File: src/rtl/amo_hclr_pkg.sv
package amo_hclr_pkg;

  typedef enum logic [2:0] {
    ST_IDLE  = 3'd0,
    ST_READ  = 3'd1,
    ST_WRITE = 3'd2,
    ST_WB    = 3'd3,
    ST_FAULT = 3'd4
  } hclr_state_e;

  typedef enum logic [1:0] {
    FLT_NONE     = 2'd0,
    FLT_UNDEF    = 2'd1,
    FLT_SP_ALIGN = 2'd2,
    FLT_MISALIGN = 2'd3
  } hclr_fault_e;

  typedef struct packed {
    logic        ld_ord;
    logic        st_ord;
    logic        store_only;
    logic        wb_need;
    hclr_fault_e fault;
  } hclr_attr_t;

endpackage

File: src/rtl/amo_hclr_rst_sync.sv
module amo_hclr_rst_sync #(
  parameter int STAGES = 2
) (
  input  logic clk,
  input  logic rst_n,
  output logic rst_sync_n
);

  logic [STAGES-1:0] chain_q;

  always_ff @(posedge clk or negedge rst_n) begin
    if (!rst_n) begin
      chain_q <= '0;
    end else begin
      chain_q <= {chain_q[STAGES-2:0], 1'b1};
    end
  end

  assign rst_sync_n = chain_q[STAGES-1];

endmodule

File: src/rtl/amo_hclr_decode.sv
module amo_hclr_decode
  import amo_hclr_pkg::*;
#(
  parameter int IDX_W         = 5,
  parameter int ADDR_W        = 64,
  parameter int OP_W          = 16,
  parameter int SP_ALIGN_BITS = 4
) (
  input  logic              atomic_en,
  input  logic [IDX_W-1:0]  src_idx,
  input  logic [IDX_W-1:0]  dst_idx,
  input  logic [IDX_W-1:0]  base_idx,
  input  logic              acq,
  input  logic              rel,
  input  logic [ADDR_W-1:0] src_data,
  input  logic [ADDR_W-1:0] base_data,
  input  logic [ADDR_W-1:0] sp_data,
  output logic [OP_W-1:0]   operand,
  output logic [ADDR_W-1:0] addr,
  output hclr_attr_t        attr
);

  localparam logic [IDX_W-1:0] ZERO_IDX = '1;
  localparam int SIZE_BITS = $clog2(OP_W / 8);

  logic sel_sp;
  logic dst_is_zero;
  logic sp_misal;
  logic size_misal;

  assign sel_sp      = (base_idx == ZERO_IDX);
  assign dst_is_zero = (dst_idx == ZERO_IDX);
  assign addr        = sel_sp ? sp_data : base_data;
  assign operand     = (src_idx == ZERO_IDX) ? '0 : src_data[OP_W-1:0];
  assign sp_misal    = sel_sp && (|addr[SP_ALIGN_BITS-1:0]);

  generate
    if (SIZE_BITS == 0) begin : g_byte_size
      assign size_misal = 1'b0;
    end else begin : g_multi_byte
      assign size_misal = |addr[SIZE_BITS-1:0];
    end
  endgenerate

  always_comb begin
    attr.ld_ord     = acq && !dst_is_zero;
    attr.st_ord     = rel;
    attr.store_only = !acq && dst_is_zero;
    attr.wb_need    = !dst_is_zero;
    if (!atomic_en) begin
      attr.fault = FLT_UNDEF;
    end else if (sp_misal) begin
      attr.fault = FLT_SP_ALIGN;
    end else if (size_misal) begin
      attr.fault = FLT_MISALIGN;
    end else begin
      attr.fault = FLT_NONE;
    end
  end

endmodule

File: src/rtl/amo_hclr_ctrl.sv
module amo_hclr_ctrl
  import amo_hclr_pkg::*;
(
  input  logic        clk,
  input  logic        rst_n,
  input  logic        req_valid,
  input  logic        fault_det,
  input  logic        mem_ack,
  output hclr_state_e state,
  output logic        req_ready,
  output logic        start,
  output logic        rd_capture,
  output logic        mem_req,
  output logic        mem_we,
  output logic        mem_lock,
  output logic        done,
  output logic        in_read,
  output logic        in_write,
  output logic        in_wb,
  output logic        in_fault
);

  hclr_state_e state_q;
  hclr_state_e state_d;

  assign req_ready = (state_q == ST_IDLE);
  assign start     = req_ready && req_valid;

  always_comb begin
    state_d = state_q;
    unique case (state_q)
      ST_IDLE: begin
        if (start) begin
          state_d = fault_det ? ST_FAULT : ST_READ;
        end
      end
      ST_READ: begin
        if (mem_ack) begin
          state_d = ST_WRITE;
        end
      end
      ST_WRITE: begin
        if (mem_ack) begin
          state_d = ST_WB;
        end
      end
      ST_WB:    state_d = ST_IDLE;
      ST_FAULT: state_d = ST_IDLE;
      default:  state_d = ST_IDLE;
    endcase
  end

  always_ff @(posedge clk or negedge rst_n) begin
    if (!rst_n) begin
      state_q <= ST_IDLE;
    end else begin
      state_q <= state_d;
    end
  end

  assign in_read    = (state_q == ST_READ);
  assign in_write   = (state_q == ST_WRITE);
  assign in_wb      = (state_q == ST_WB);
  assign in_fault   = (state_q == ST_FAULT);
  assign rd_capture = in_read && mem_ack;
  assign mem_req    = in_read || in_write;
  assign mem_we     = in_write;
  assign mem_lock   = in_read || in_write;
  assign done       = in_wb || in_fault;
  assign state      = state_q;

endmodule

File: src/rtl/amo_hclr_datapath.sv
module amo_hclr_datapath
  import amo_hclr_pkg::*;
#(
  parameter int IDX_W  = 5,
  parameter int ADDR_W = 64,
  parameter int OP_W   = 16,
  parameter int RET_W  = 32
) (
  input  logic              clk,
  input  logic              rst_n,
  input  logic              start,
  input  logic              rd_capture,
  input  logic [OP_W-1:0]   operand_in,
  input  logic [ADDR_W-1:0] addr_in,
  input  hclr_attr_t        attr_in,
  input  logic [IDX_W-1:0]  dst_in,
  input  logic [OP_W-1:0]   rdata_in,
  output logic [ADDR_W-1:0] addr_q,
  output hclr_attr_t        attr_q,
  output logic [IDX_W-1:0]  dst_q,
  output logic [OP_W-1:0]   new_val,
  output logic [RET_W-1:0]  ret_val
);

  logic [OP_W-1:0] operand_q;
  logic [OP_W-1:0] old_q;

  always_ff @(posedge clk or negedge rst_n) begin
    if (!rst_n) begin
      operand_q <= '0;
      addr_q    <= '0;
      attr_q    <= '0;
      dst_q     <= '0;
    end else if (start) begin
      operand_q <= operand_in;
      addr_q    <= addr_in;
      attr_q    <= attr_in;
      dst_q     <= dst_in;
    end
  end

  always_ff @(posedge clk or negedge rst_n) begin
    if (!rst_n) begin
      old_q <= '0;
    end else if (rd_capture) begin
      old_q <= rdata_in;
    end
  end

  assign new_val = old_q & ~operand_q;
  assign ret_val = {{(RET_W-OP_W){1'b0}}, old_q};

endmodule

File: src/rtl/amo_hclr_unit.sv
module amo_hclr_unit
  import amo_hclr_pkg::*;
#(
  parameter int IDX_W         = 5,
  parameter int ADDR_W        = 64,
  parameter int OP_W          = 16,
  parameter int RET_W         = 32,
  parameter int SP_ALIGN_BITS = 4,
  parameter int SYNC_STAGES   = 2
) (
  input  logic              clk,
  input  logic              rst_n,
  input  logic              atomic_en,
  input  logic              req_valid,
  output logic              req_ready,
  input  logic [IDX_W-1:0]  req_src_idx,
  input  logic [IDX_W-1:0]  req_dst_idx,
  input  logic [IDX_W-1:0]  req_base_idx,
  input  logic              req_acq,
  input  logic              req_rel,
  output logic [IDX_W-1:0]  rf_src_idx,
  input  logic [ADDR_W-1:0] rf_src_data,
  output logic [IDX_W-1:0]  rf_base_idx,
  input  logic [ADDR_W-1:0] rf_base_data,
  input  logic [ADDR_W-1:0] sp_value,
  output logic              mem_req,
  output logic              mem_we,
  output logic              mem_lock,
  output logic              mem_ordered,
  output logic [ADDR_W-1:0] mem_addr,
  output logic [OP_W-1:0]   mem_wdata,
  input  logic              mem_ack,
  input  logic [OP_W-1:0]   mem_rdata,
  output logic              wb_en,
  output logic [IDX_W-1:0]  wb_idx,
  output logic [RET_W-1:0]  wb_data,
  output logic              done,
  output logic [1:0]        done_fault,
  output logic              done_alias
);

  logic              rst_core_n;
  logic [OP_W-1:0]   dec_operand;
  logic [ADDR_W-1:0] dec_addr;
  hclr_attr_t        dec_attr;
  hclr_attr_t        attr_q;
  hclr_state_e       state;
  logic              start;
  logic              rd_capture;
  logic              in_read;
  logic              in_write;
  logic              in_wb;
  logic              in_fault;
  logic [IDX_W-1:0]  dst_q;
  logic [ADDR_W-1:0] addr_q;
  logic [OP_W-1:0]   new_val;
  logic [RET_W-1:0]  ret_val;

  amo_hclr_rst_sync #(
    .STAGES(SYNC_STAGES)
  ) u_rst_sync (
    .clk       (clk),
    .rst_n     (rst_n),
    .rst_sync_n(rst_core_n)
  );

  assign rf_src_idx  = req_src_idx;
  assign rf_base_idx = req_base_idx;

  amo_hclr_decode #(
    .IDX_W        (IDX_W),
    .ADDR_W       (ADDR_W),
    .OP_W         (OP_W),
    .SP_ALIGN_BITS(SP_ALIGN_BITS)
  ) u_decode (
    .atomic_en(atomic_en),
    .src_idx  (req_src_idx),
    .dst_idx  (req_dst_idx),
    .base_idx (req_base_idx),
    .acq      (req_acq),
    .rel      (req_rel),
    .src_data (rf_src_data),
    .base_data(rf_base_data),
    .sp_data  (sp_value),
    .operand  (dec_operand),
    .addr     (dec_addr),
    .attr     (dec_attr)
  );

  amo_hclr_ctrl u_ctrl (
    .clk       (clk),
    .rst_n     (rst_core_n),
    .req_valid (req_valid),
    .fault_det (dec_attr.fault != FLT_NONE),
    .mem_ack   (mem_ack),
    .state     (state),
    .req_ready (req_ready),
    .start     (start),
    .rd_capture(rd_capture),
    .mem_req   (mem_req),
    .mem_we    (mem_we),
    .mem_lock  (mem_lock),
    .done      (done),
    .in_read   (in_read),
    .in_write  (in_write),
    .in_wb     (in_wb),
    .in_fault  (in_fault)
  );

  amo_hclr_datapath #(
    .IDX_W (IDX_W),
    .ADDR_W(ADDR_W),
    .OP_W  (OP_W),
    .RET_W (RET_W)
  ) u_datapath (
    .clk       (clk),
    .rst_n     (rst_core_n),
    .start     (start),
    .rd_capture(rd_capture),
    .operand_in(dec_operand),
    .addr_in   (dec_addr),
    .attr_in   (dec_attr),
    .dst_in    (req_dst_idx),
    .rdata_in  (mem_rdata),
    .addr_q    (addr_q),
    .attr_q    (attr_q),
    .dst_q     (dst_q),
    .new_val   (new_val),
    .ret_val   (ret_val)
  );

  assign mem_addr    = addr_q;
  assign mem_wdata   = new_val;
  assign mem_ordered = (in_read && attr_q.ld_ord) || (in_write && attr_q.st_ord);
  assign wb_en       = in_wb && attr_q.wb_need;
  assign wb_idx      = dst_q;
  assign wb_data     = ret_val;
  assign done_fault  = in_fault ? attr_q.fault : FLT_NONE;
  assign done_alias  = done && attr_q.store_only;

endmodule

File: config.mk
export PLATFORM = sky130hd
export DESIGN_NAME = amo_hclr_unit
export DESIGN_NICKNAME = d
export VERILOG_FILES = /design/src/rtl/amo_hclr_pkg.sv /design/src/rtl/amo_hclr_rst_sync.sv /design/src/rtl/amo_hclr_decode.sv /design/src/rtl/amo_hclr_ctrl.sv /design/src/rtl/amo_hclr_datapath.sv /design/src/rtl/amo_hclr_unit.sv
export SDC_FILE = /design/constraint.sdc
export NUM_CORES = 1
export LEC_CHECK = 0
export ABC_CLOCK_PERIOD_IN_PS = 5600
export BUFFER_PORTS_ARGS = -buffer_cell sky130_fd_sc_hd__buf_2
export CAP_MARGIN = 20
export CORE_AREA = 5 5 140 142
export CTS_CLUSTER_DIAMETER = 40
export DETAILED_ROUTE_END_ITERATION = 16
export DIE_AREA = 0 0 145 147
export HOLD_SLACK_MARGIN = 0.02
export PLACE_DENSITY_LB_ADDON = 0.15
export SYNTH_ARGS = -nofsm -noshare
export SYNTH_HDL_FRONTEND = slang
export SYNTH_SLANG_ARGS = --single-unit
export TNS_END_PERCENT = 50
File: constraint.sdc
create_clock -name clk -period 5.6 [get_ports clk]
set_input_delay 0.28 -clock clk [delete_from_list [all_inputs] [get_ports clk]]
set_output_delay 0.28 -clock clk [all_outputs]
set_load 0.02 [all_outputs]
Yosys cells after proc, flatten, opt, wreduce, memory -nomap -nowiden
Index checks and enable logic that the tools add are counted.
{"block": "classes", "eq_ne": 10, "muxes": 11, "bitwise_logic": 2, "reduce_logical": 18}
{"operator": "2-to-1 mux 64 bit", "n": 1}
{"operator": "bitwise AND 16 bit", "n": 1}
{"operator": "2-to-1 mux 16 bit", "n": 1}
{"operator": "NOT 16 bit", "n": 1}
{"operator": "== test 5 bit, second input constant", "n": 3}
{"operator": "2-to-1 mux 3 bit", "n": 4}
{"operator": "logical AND 1 bit", "n": 9}
{"operator": "case mux 3 bit (3 select lines)", "n": 1}
{"operator": "2-to-1 mux 2 bit", "n": 4}
{"operator": "== test 3 x 2 -> 1 bit, second input constant", "n": 2}
{"operator": "inequality test 2 bit, second input constant", "n": 3}
{"operator": "OR reduction 4 bit", "n": 1}
{"operator": "== test 3 x 1 -> 1 bit, second input constant", "n": 1}
{"operator": "== test 3 bit, second input constant", "n": 1}
{"operator": "logical NOT 3 bit", "n": 1}
{"operator": "logical OR 1 bit", "n": 3}
{"operator": "AND reduction 3 bit", "n": 1}
{"operator": "logical NOT 1 bit", "n": 2}
{"operator": "nonzero test 2 bit", "n": 1}
{"block": "totals", "reg_bits": 112, "in_bits": 230, "elab_cells": 52}

Depth between registers and ports, before layout
Gate-level depths: netlist of the first run.
{"block": "depth", "word_depth": 10, "ltp_mapped": 5}

Modules after synthesis
From an unflattened synthesis of the first run, not the netlist that was laid out.
{"block": "hier_totals", "hier_cells": 405, "area_unflattened_um2": 6206.0}
{"mod": "amo_hclr_datapath", "n_inst": 1, "cells_each": 259, "area_per_inst_um2": 4658.2, "seq_area_each_um2": 2677.6}
{"mod": "amo_hclr_decode", "n_inst": 1, "cells_each": 101, "area_per_inst_um2": 1124.8, "seq_area_each_um2": 0.0}
{"mod": "amo_hclr_ctrl", "n_inst": 1, "cells_each": 26, "area_per_inst_um2": 254.0, "seq_area_each_um2": 75.1}
{"mod": "amo_hclr_unit", "n_inst": 1, "cells_each": 16, "area_per_inst_um2": 115.1, "seq_area_each_um2": 0.0}
{"mod": "amo_hclr_rst_sync", "n_inst": 1, "cells_each": 3, "area_per_inst_um2": 53.8, "seq_area_each_um2": 50.0}

Worst setup path before layout of the first run
Ideal clock, no wire load.
{"block": "synth_timing", "kind": "flip-flop to output port", "startpoint": "register u_ctrl.state_q[0] (netlist: u_ctrl.state[0])", "endpoint": "output done_alias", "arrival_time_ps": 1391, "t_required_ps": 5320, "path_slack_ps": 3929, "path_stages_with_launch": 5, "n_path_buf": 1, "cell_sequence": "dfrtp_1 -> clkbuf_1 -> nand2_1 -> o21bai_1 -> and2_1"}
{"block": "synth_between", "elab_chain_cells": 3, "word_cells_on_any_way": 4}
{"item": "start, declared", "line_no": "amo_hclr_ctrl.sv:23", "text": "hclr_state_e state_q;"}
{"item": "start signal, assigned", "line_no": "amo_hclr_ctrl.sv:57", "text": "state_q <= state_d;"}
{"item": "== test 3 x 2 -> 1 bit or == test 3 bit (tied branches)", "line_no": "amo_hclr_ctrl.sv:63, amo_hclr_ctrl.sv:64"}
{"item": "logical OR 1 bit *", "line_no": "amo_hclr_ctrl.sv:69", "text": "assign done = in_wb || in_fault;"}
{"item": "net done", "line_no": "amo_hclr_unit.sv:37", "text": "output logic done,"}
{"item": "logical AND 1 bit *", "line_no": "amo_hclr_unit.sv:139", "text": "assign done_alias = done && attr_q.store_only;"}
{"item": "end, declared", "line_no": "amo_hclr_unit.sv:39", "text": "output logic done_alias"}
The timed path passes the listed nets; every way through them passes the cells marked *.

Final worst setup path of the first run
{"block": "layout_timing", "startpoint": "register u_ctrl.state_q[2] (netlist: u_ctrl.state[2])", "endpoint": "output done_alias"}
{"block": "layout_between", "elab_chain_cells": 3, "word_cells_on_any_way": 4}
{"item": "== test 3 x 2 -> 1 bit or == test 3 bit (tied branches)", "line_no": "amo_hclr_ctrl.sv:63, amo_hclr_ctrl.sv:64"}
{"item": "logical OR 1 bit *", "line_no": "amo_hclr_ctrl.sv:69"}
{"item": "logical AND 1 bit *", "line_no": "amo_hclr_unit.sv:139"}
Every way passes the cells marked *; elsewhere a longest branch is shown, timed or not.

==> impl_results.md, run 1 <==
- Outcome: completed
- Mean Syn Cell Area: around 9.5 um2
- Antenna viol nets, final: 0
- Flop-to-flop setup slack: about 3.5 ns
- Hold Vio Cnt, Final: 0
- Fmax: 457 MHz
- Critical Path Fanout Max: 12
- Total gr overflow: 0
- Post-route cell area: 7110 um2
- Residual DRC: 0
- Placed inst area: about 6800 um2
- Clock transition at path regs: 0.07 ns
- CP peak stage delay: 0.60 ns
- Leak pwr: between 3 and 4 nW
- Final Setup Violations: 0
- Fin util: 0.388
- Via/cell ratio: 4.73
- Clock Sinks: around 110
- Critical path launch point type: register
- Core box area: 18300 um2
- Top FF cell, synth: dfrtp_1
- Share of cells above drive strength 1: 0.408
- Synth Instances: 560
- Async SR Flop Fraction: 1.00
- Maximum Capacitance Violations: 0
- Max VDD drop: between 0.2 and 0.25 mV
- HP Class: input port to register
- Period utilization: 0.391
- Largest cells by area after synthesis: dfrtp_1, a31oi_1, nand3_1, o21ai_0, nor2_1
- Kind of end point of the critical path: output pin
- CTS Root Cell: clkbuf_16
- Cell area power density: 532 nW/um2
- DIE AREA: 21300 um2
- Flops & latches, synth: 112
- Yosys Warn Count: 0
- Worst hold endpoint: u_datapath.attr_q[3]
- Drt wl/cell: 17.0 um
- Worst Tran Pin Value: 0.880 ns
- Vias: 5014
- Die height: 147 um
- # port buffers: 302
- Effective utilization at floorplan: 0.291
- Final worst path period need: 2.19 ns
- Crit Path Class: register to output pin
- Most frequent cell after synthesis: dfrtp_1
- Top-area cell type share of the netlist area: 0.526
- Synthesized cell area: 5330 um2
- Worst r2r src: u_ctrl.state[2]
- CTS tree: yes
- Worst path cell trace: nor3b_1 > o21bai_1 > and2_1 > buf_2
- Number of synthesized flops with an enable pin: 0
- Gpl congestion: 0.752
- Initial antenna violation count: 3
- First-pass GRT wire length: 27900 um
- Seq/Total Area, Yosys: 0.526
- Inserted Clock Buffers: 9
- Hold Worst Slack: between 0.1 and 0.15 ns
- Layout Skew: 0.0104 ns
- DRT iter0 DRCs: 247
- Synth area leader: dfrtp_1
- Unrepaired setup endpoints after global routing: false
- Area growth from synthesis to layout: 33.4%
- Hold wc startpoint: req_acq
- DRT Pass-1 Iters: 4
- Vias in the first global route: 4949
- Yosys cell types: 36
- Hold Path Depth: 2
- Longest Clk Path Bufs: 2
- GRT Util Overall: 0.162
- Crit path max-delay cell type: dfrtp_1
- IO Count: 367
- DRT Wirelength: 18000 um
- WP data arrival: 1.91 ns
- Die span in x: between 100 and 150 um
- Slew HR: 0.412
- Site Rows: 50
- Post-DP HPWL: between 10000 and 15000 um
- Post_cts resized: 0
- Fin nets: between 1000 and 1500
- FF-to-FF End: u_datapath.operand_q[9]
- Worst Path Required: 5.32 ns
- H-tree depth: 3
- Clk_lat worst skew: between 0.3 and 0.4 ns
- TNS Setup: 0 ns
- Most frequent cells after synthesis: dfrtp_1, a31oi_1, nor2_1
- R2r worst-path depth: 3
- Slew Viols, Final: 0
- Pin count of the biggest net entering global routing: 73
cells in the final DEF, fill, tap and decap left out, types with 2 or more instances in the layout:
master / n
nor3_1: 2
nor3b_1: 3
o21ai_0: 64
nand3_1: 65
clkbuf_16: 9
mux2_2: 6
clkbuf_1: 2
mux2_1: 10
nor2b_1: 16
nand2b_1: 2
dfrtp_1: 111
buf_2: 302
a22o_1: 17
nand2_1: 22
buf_4: 8
a21oi_1: 5
nand3b_1: 4
a31oi_1: 67
conb_1: 17
clkinv_2: 2
clkinvlp_4: 2
nand4_1: 2
and2_1: 3
and3_1: 2
nor2_1: 66
cells by family (layout without fill, tap and decap cells):
kind of cell / Yosys count / after routing / share of synthesized area
compound gates: 159 / 159 / 0.182
buf+inv: 79 / 328 / 0.0820
flops: 112 / 112 / 0.526
mux: 16 / 16 / 0.0338
other cells: 2 / 18 / 0.00141
simple gates: 192 / 192 / 0.174
per-layer routing:
metal  routed length [um]  up-vias  global-route usage
met2                 8330      217               0.256
met4                  301        4              0.0480
met3                 1750       23              0.0660
met5                   32        -                   0
li1                     -     2476                   -
met1                 7630     2294               0.205
power by group:
group / switching, W / internal (W) / total [W]
Sequential: 0.000229 / 0.00119 / 0.00142
Clock: 0.000303 / 0.000302 / 0.000605
Combinational: 0.00112 / 0.000639 / 0.00176
Total: 0.00165 / 0.00213 / 0.00378
worst max-delay path by stage:
stage	endpoint	startpoint	slack, ns	cells past startpoint
after floorplan	u_ctrl.state[0]	u_rst_sync.chain_q[1]	2.25	0
after global placement	u_ctrl.state[0]	req_base_idx[3]	3.20	4
after detailed placement	u_datapath.addr_q[0]	req_base_idx[3]	3.26	4
after CTS	done_alias	u_ctrl.state[2]	3.37	4
after global routing	done_alias	u_ctrl.state[2]	3.25	4
final	done_alias	u_ctrl.state[2]	3.41	4
worst max-delay path, delay by kind of cell, from the launching register on:
family                 cells  cell delay, ns
DFF                        1            0.60
and+or+nand+nor            2            0.57
buffers and inverters      1            0.16
AOI/OAI and AO/OA          1            0.23
layout make-up:
cell class                 instances  area [um2]
tap                              234         293
multi-input combinational        384        2150
inverter                           1        3.75
fill                            1938       11200
timing repair buffer             311        1580
sequential                       112        2810
antenna                            1        2.50
clock buffer                      11         233
clock inverter                     5        33.8
per-stage QoR:
step	worst slack [ns]	cells	total power [W]
detailed placement	3.26	1041	0.00323
floorplan	2.25	575	0.00259
finish	3.41	1059	0.00378
CTS	3.37	1058	0.00386
global placement	3.20	1041	0.00323
global route	3.25	1059	0.00407
state kept, by name, summed over array words and instances, names as in the netlist:
| signal | flops |
|---|---|
| u_ctrl.state | 3 |
| u_datapath.operand_q | 16 |
| u_datapath.attr_q | 6 |
| u_rst_sync.chain_q | 2 |
| u_datapath.old_q | 16 |
| u_datapath.addr_q | 64 |
| u_datapath.dst_q | 5 |
repair_timing:
item                      CTS  global route
buffers inserted            0             0
hold endpoints to repair    2             0
hold buffers                1             0
(Power assumes the default switching activity.)
==> run 2, diff against run 1 <==
--- a/config.mk
+++ b/config.mk
@@ -5,7 +5,7 @@
 export SDC_FILE = /design/constraint.sdc
 export NUM_CORES = 1
 export LEC_CHECK = 0
-export ABC_CLOCK_PERIOD_IN_PS = 5600
+export ABC_CLOCK_PERIOD_IN_PS = 1830
 export BUFFER_PORTS_ARGS = -buffer_cell sky130_fd_sc_hd__buf_2
 export CAP_MARGIN = 20
 export CORE_AREA = 5 5 140 142
==> constraint.sdc (replaced) <==
create_clock -name clk -period 1.83 [get_ports clk]
set_input_delay 0.0915 -clock clk [delete_from_list [all_inputs] [get_ports clk]]
set_output_delay 0.0915 -clock clk [all_outputs]
set_load 0.02 [all_outputs]
==> run 2 against run 1 <==
  * Critical path type unchanged
  * Clock power rose to 3.4 times the previous value
  * Critical endpoint unchanged
  * Routed wire length up 11%
  * Sequential share of layout area down 8.0 points
  * Sequential power rose to 3.0 times the previous value
  * Non-clock buffer count up 165
  * Worst hold slack worse by 0.095 ns
  * Combinational power rose to 3.4 times the previous value
  * Final cell count up 16%
  * Highest routed layer unchanged
  * Worst setup slack worse by 3.3 ns
==> impl_results.md, run 2 (synthesis gave the netlist of run 1 again) <==
- Fin nets: 1214 (+16%)
- Clock Sinks: 112 (unchanged)
- Post-route cell area: 8910 um2 (+25%)
- Reg with most FFs: u_datapath.addr_q
- CP peak stage delay: 0.41 ns (-0.19 ns)
- Residual DRC: 0 (unchanged)
- GR peak layer: met2
- IO Count: 367 (unchanged)
- Crit path max-delay cell type: dfrtp_1
- Initial antenna violation count: 6 (+3)
- Layout Skew: 0.0128 ns (+0.00236 ns)
- Placed inst area: 7060 um2 (+3.4%)
- Clock transition at path regs: 0.07 ns (about the same)
- Cell area power density: 1390 nW/um2 (+160%)
- Maximum Capacitance Violations: 0 (unchanged)
- Vias in the first global route: 6132 (+24%)
- FILL cells: 1717 (-11%)
- Worst Tran Pin Value: 0.657 ns (-0.223 ns)
- Total gr overflow: 0 (unchanged)
- Bufs and invs on worst path: 2 (+1)
- Critical path launch point type: register
- DRT Pass-1 Iters: 4 (unchanged)
- Final Setup Violations: 0 (unchanged)
- GR Util met1: 0.204 (-0.00121)
- Drt wl/cell: 16.3 um (-4.5%)
- Outcome: completed
- DRT Wirelength: 19900 um (+11%)
- WP data arrival: 1.60 ns (-0.31 ns)
- Site Rows: 50 (unchanged)
- Met2 usage: 0.318 (+0.0620)
- Crit Path Class: register to output pin
- First-pass GRT wire length: 31900 um (+14%)
- Via/cell ratio: 4.71 (-0.44%)
- Kind of end point of the critical path: output pin
- Fin util: 0.486 (+0.0982)
- Pin count of the biggest net entering global routing: 76 (+4.1%)
- TNS Setup: 0 ns (unchanged)
- Most frequent cells in the layout: buf_2, dlygate4sd3_1, dfrtp_1, a31oi_1, nor2_1
- Unrepaired setup endpoints after global routing: false
- Hold Vio Cnt, Final: 0 (unchanged)
- Slew HR: 0.558 (+0.146)
- Share of cells above drive strength 1: 0.357 (-0.0508)
- Worst Path Required: 1.74 ns (-3.58 ns)
- CTS tree: yes
- Leak pwr: 4.10 nW (+23%)
- CTS Root Cell: clkbuf_16
- Longest Clk Path Bufs: 2 (unchanged)
- GR Util met3: 0.0638 (-0.00216)
- Effective utilization at floorplan: 0.291 (unchanged)
- Critical Path Fanout Max: 6 (-6)
- HP Class: input port to register
- GRT Util Overall: 0.183 (+0.0208)
- Largest regs: u_datapath.addr_q (64), u_datapath.old_q (16), u_datapath.operand_q (16)
- Cells after DPL: 1054 (+1.2%)
- Worst path cell trace: buf_4 > nor3b_2 > o21bai_2 > and2_1 > buf_2
- CP top delay family: flip-flops
- H-tree depth: 3 (unchanged)
- Max VDD drop: 0.758 mV (+210%)
- # port buffers: 302 (unchanged)
- Vias: 5779 (+15%)
- Die height: 147 um (unchanged)
- Die span in x: 145 um (unchanged)
- Period utilization: 0.926
- Post-DP HPWL: 13300 um (+2.8%)
- Gpl congestion: 0.775 (+3.0%)
- Final worst path period need: 1.69 ns
- Commonest non-fill, non-tap cell in the layout: buf_2
- DRT iter0 DRCs: 198 (-20%)
- Final Non-Filler Cells: 1226 (+16%)
- Largest register FFs: 64 (unchanged)
- Slew Viols, Final: 0 (unchanged)
- Fmax: 590 MHz
- Area growth from synthesis to layout: 67.2%
- DIE AREA: 21300 um2 (unchanged)
- Core box area: 18300 um2 (unchanged)
- Inserted Clock Buffers: 9 (unchanged)
- Antenna viol nets, final: 0 (unchanged)
- Clk_lat worst skew: 0.35 ns (about the same)
-- run 2: cell count changes in the layout (fill, tap and decap cells not counted), sizes merged --
| cell | before | now |
|---|---|---|
| diode | 1 | 3 |
| clkinv | 3 | 2 |
| bufinv | 0 | 1 |
| inv | 1 | 2 |
| clkinvlp | 2 | 1 |
| buf | 310 | 324 |
| dlygate4sd3 | 1 | 152 |
-- run 2: worst paths after layout --
path	start	end	slack [ns]	depth (start not counted)
setup / recovery	u_ctrl.state[2]	done_alias	0.14	5
hold / removal	sp_value[37]	u_datapath.addr_q[37]	0.03	3
setup reg to reg	u_ctrl.state[2]	u_datapath.addr_q[12]	0.16	6
hold reg to reg	u_rst_sync.chain_q[1]	u_datapath.operand_q[4]	0.33	1
max in group asynchronous	u_rst_sync.chain_q[1]	u_datapath.addr_q[15]	1.19	1
min in group asynchronous	rst_n	u_rst_sync.chain_q[0]	0.06	2
-- run 2: layout make-up --
class	instances	area [um2]	area share
inverters	1	3.75	0.000421
diodes	3	7.51	0.000843
flip-flops and latches	112	2810	0.315
multi-input cells	384	2160	0.243
repair buffers	476	3340	0.374
clock inverters	5	56.3	0.00632
clock buffers	11	243	0.0272
well taps	234	293	0.0329
-- run 2: per-stage QoR --
stage	worst slack [ns]	hold slack (ns)	total power [W]
after floorplan	0.253	-0.204	0.00793
after global placement	0.159	-0.122	0.0101
after detailed placement	0.128	-0.122	0.0102
after CTS	0.0274	0.0200	0.0125
after global routing	0.00559	0.0258	0.0132
final	0.135	0.0311	0.0124
-- run 2: layer usage --
layer  vias to the layer above  share of wire
li1                       2808              -
met1                      2692           0.40
met2                       225           0.48
met3                        46          0.083
met4                         8          0.031
met5                         -         0.0024
-- run 2: timing repair --
action | 4_1_cts | 5_1_grt
hold buffers | 152 | 0
buffers inserted | 1 | 0
cloned | 0 | 0
gates resized for setup | 1 | 1
hold endpoints to repair | 105 | 0
endpoints found under the setup margin | 1 | 2
-- run 2: power by group --
part	internal (W)	switching (W)
sequential	0.00365	0.000644
combinational	0.00241	0.00361
clock	0.00110	0.000936
-- run 2: worst reg2reg max path: cells and delay by family (launching register included) --
kind / cells / cell delay (ns)
compound gates: 1 / 0.14
buf+inv: 3 / 0.61
flops: 1 / 0.41
simple gates: 2 / 0.44
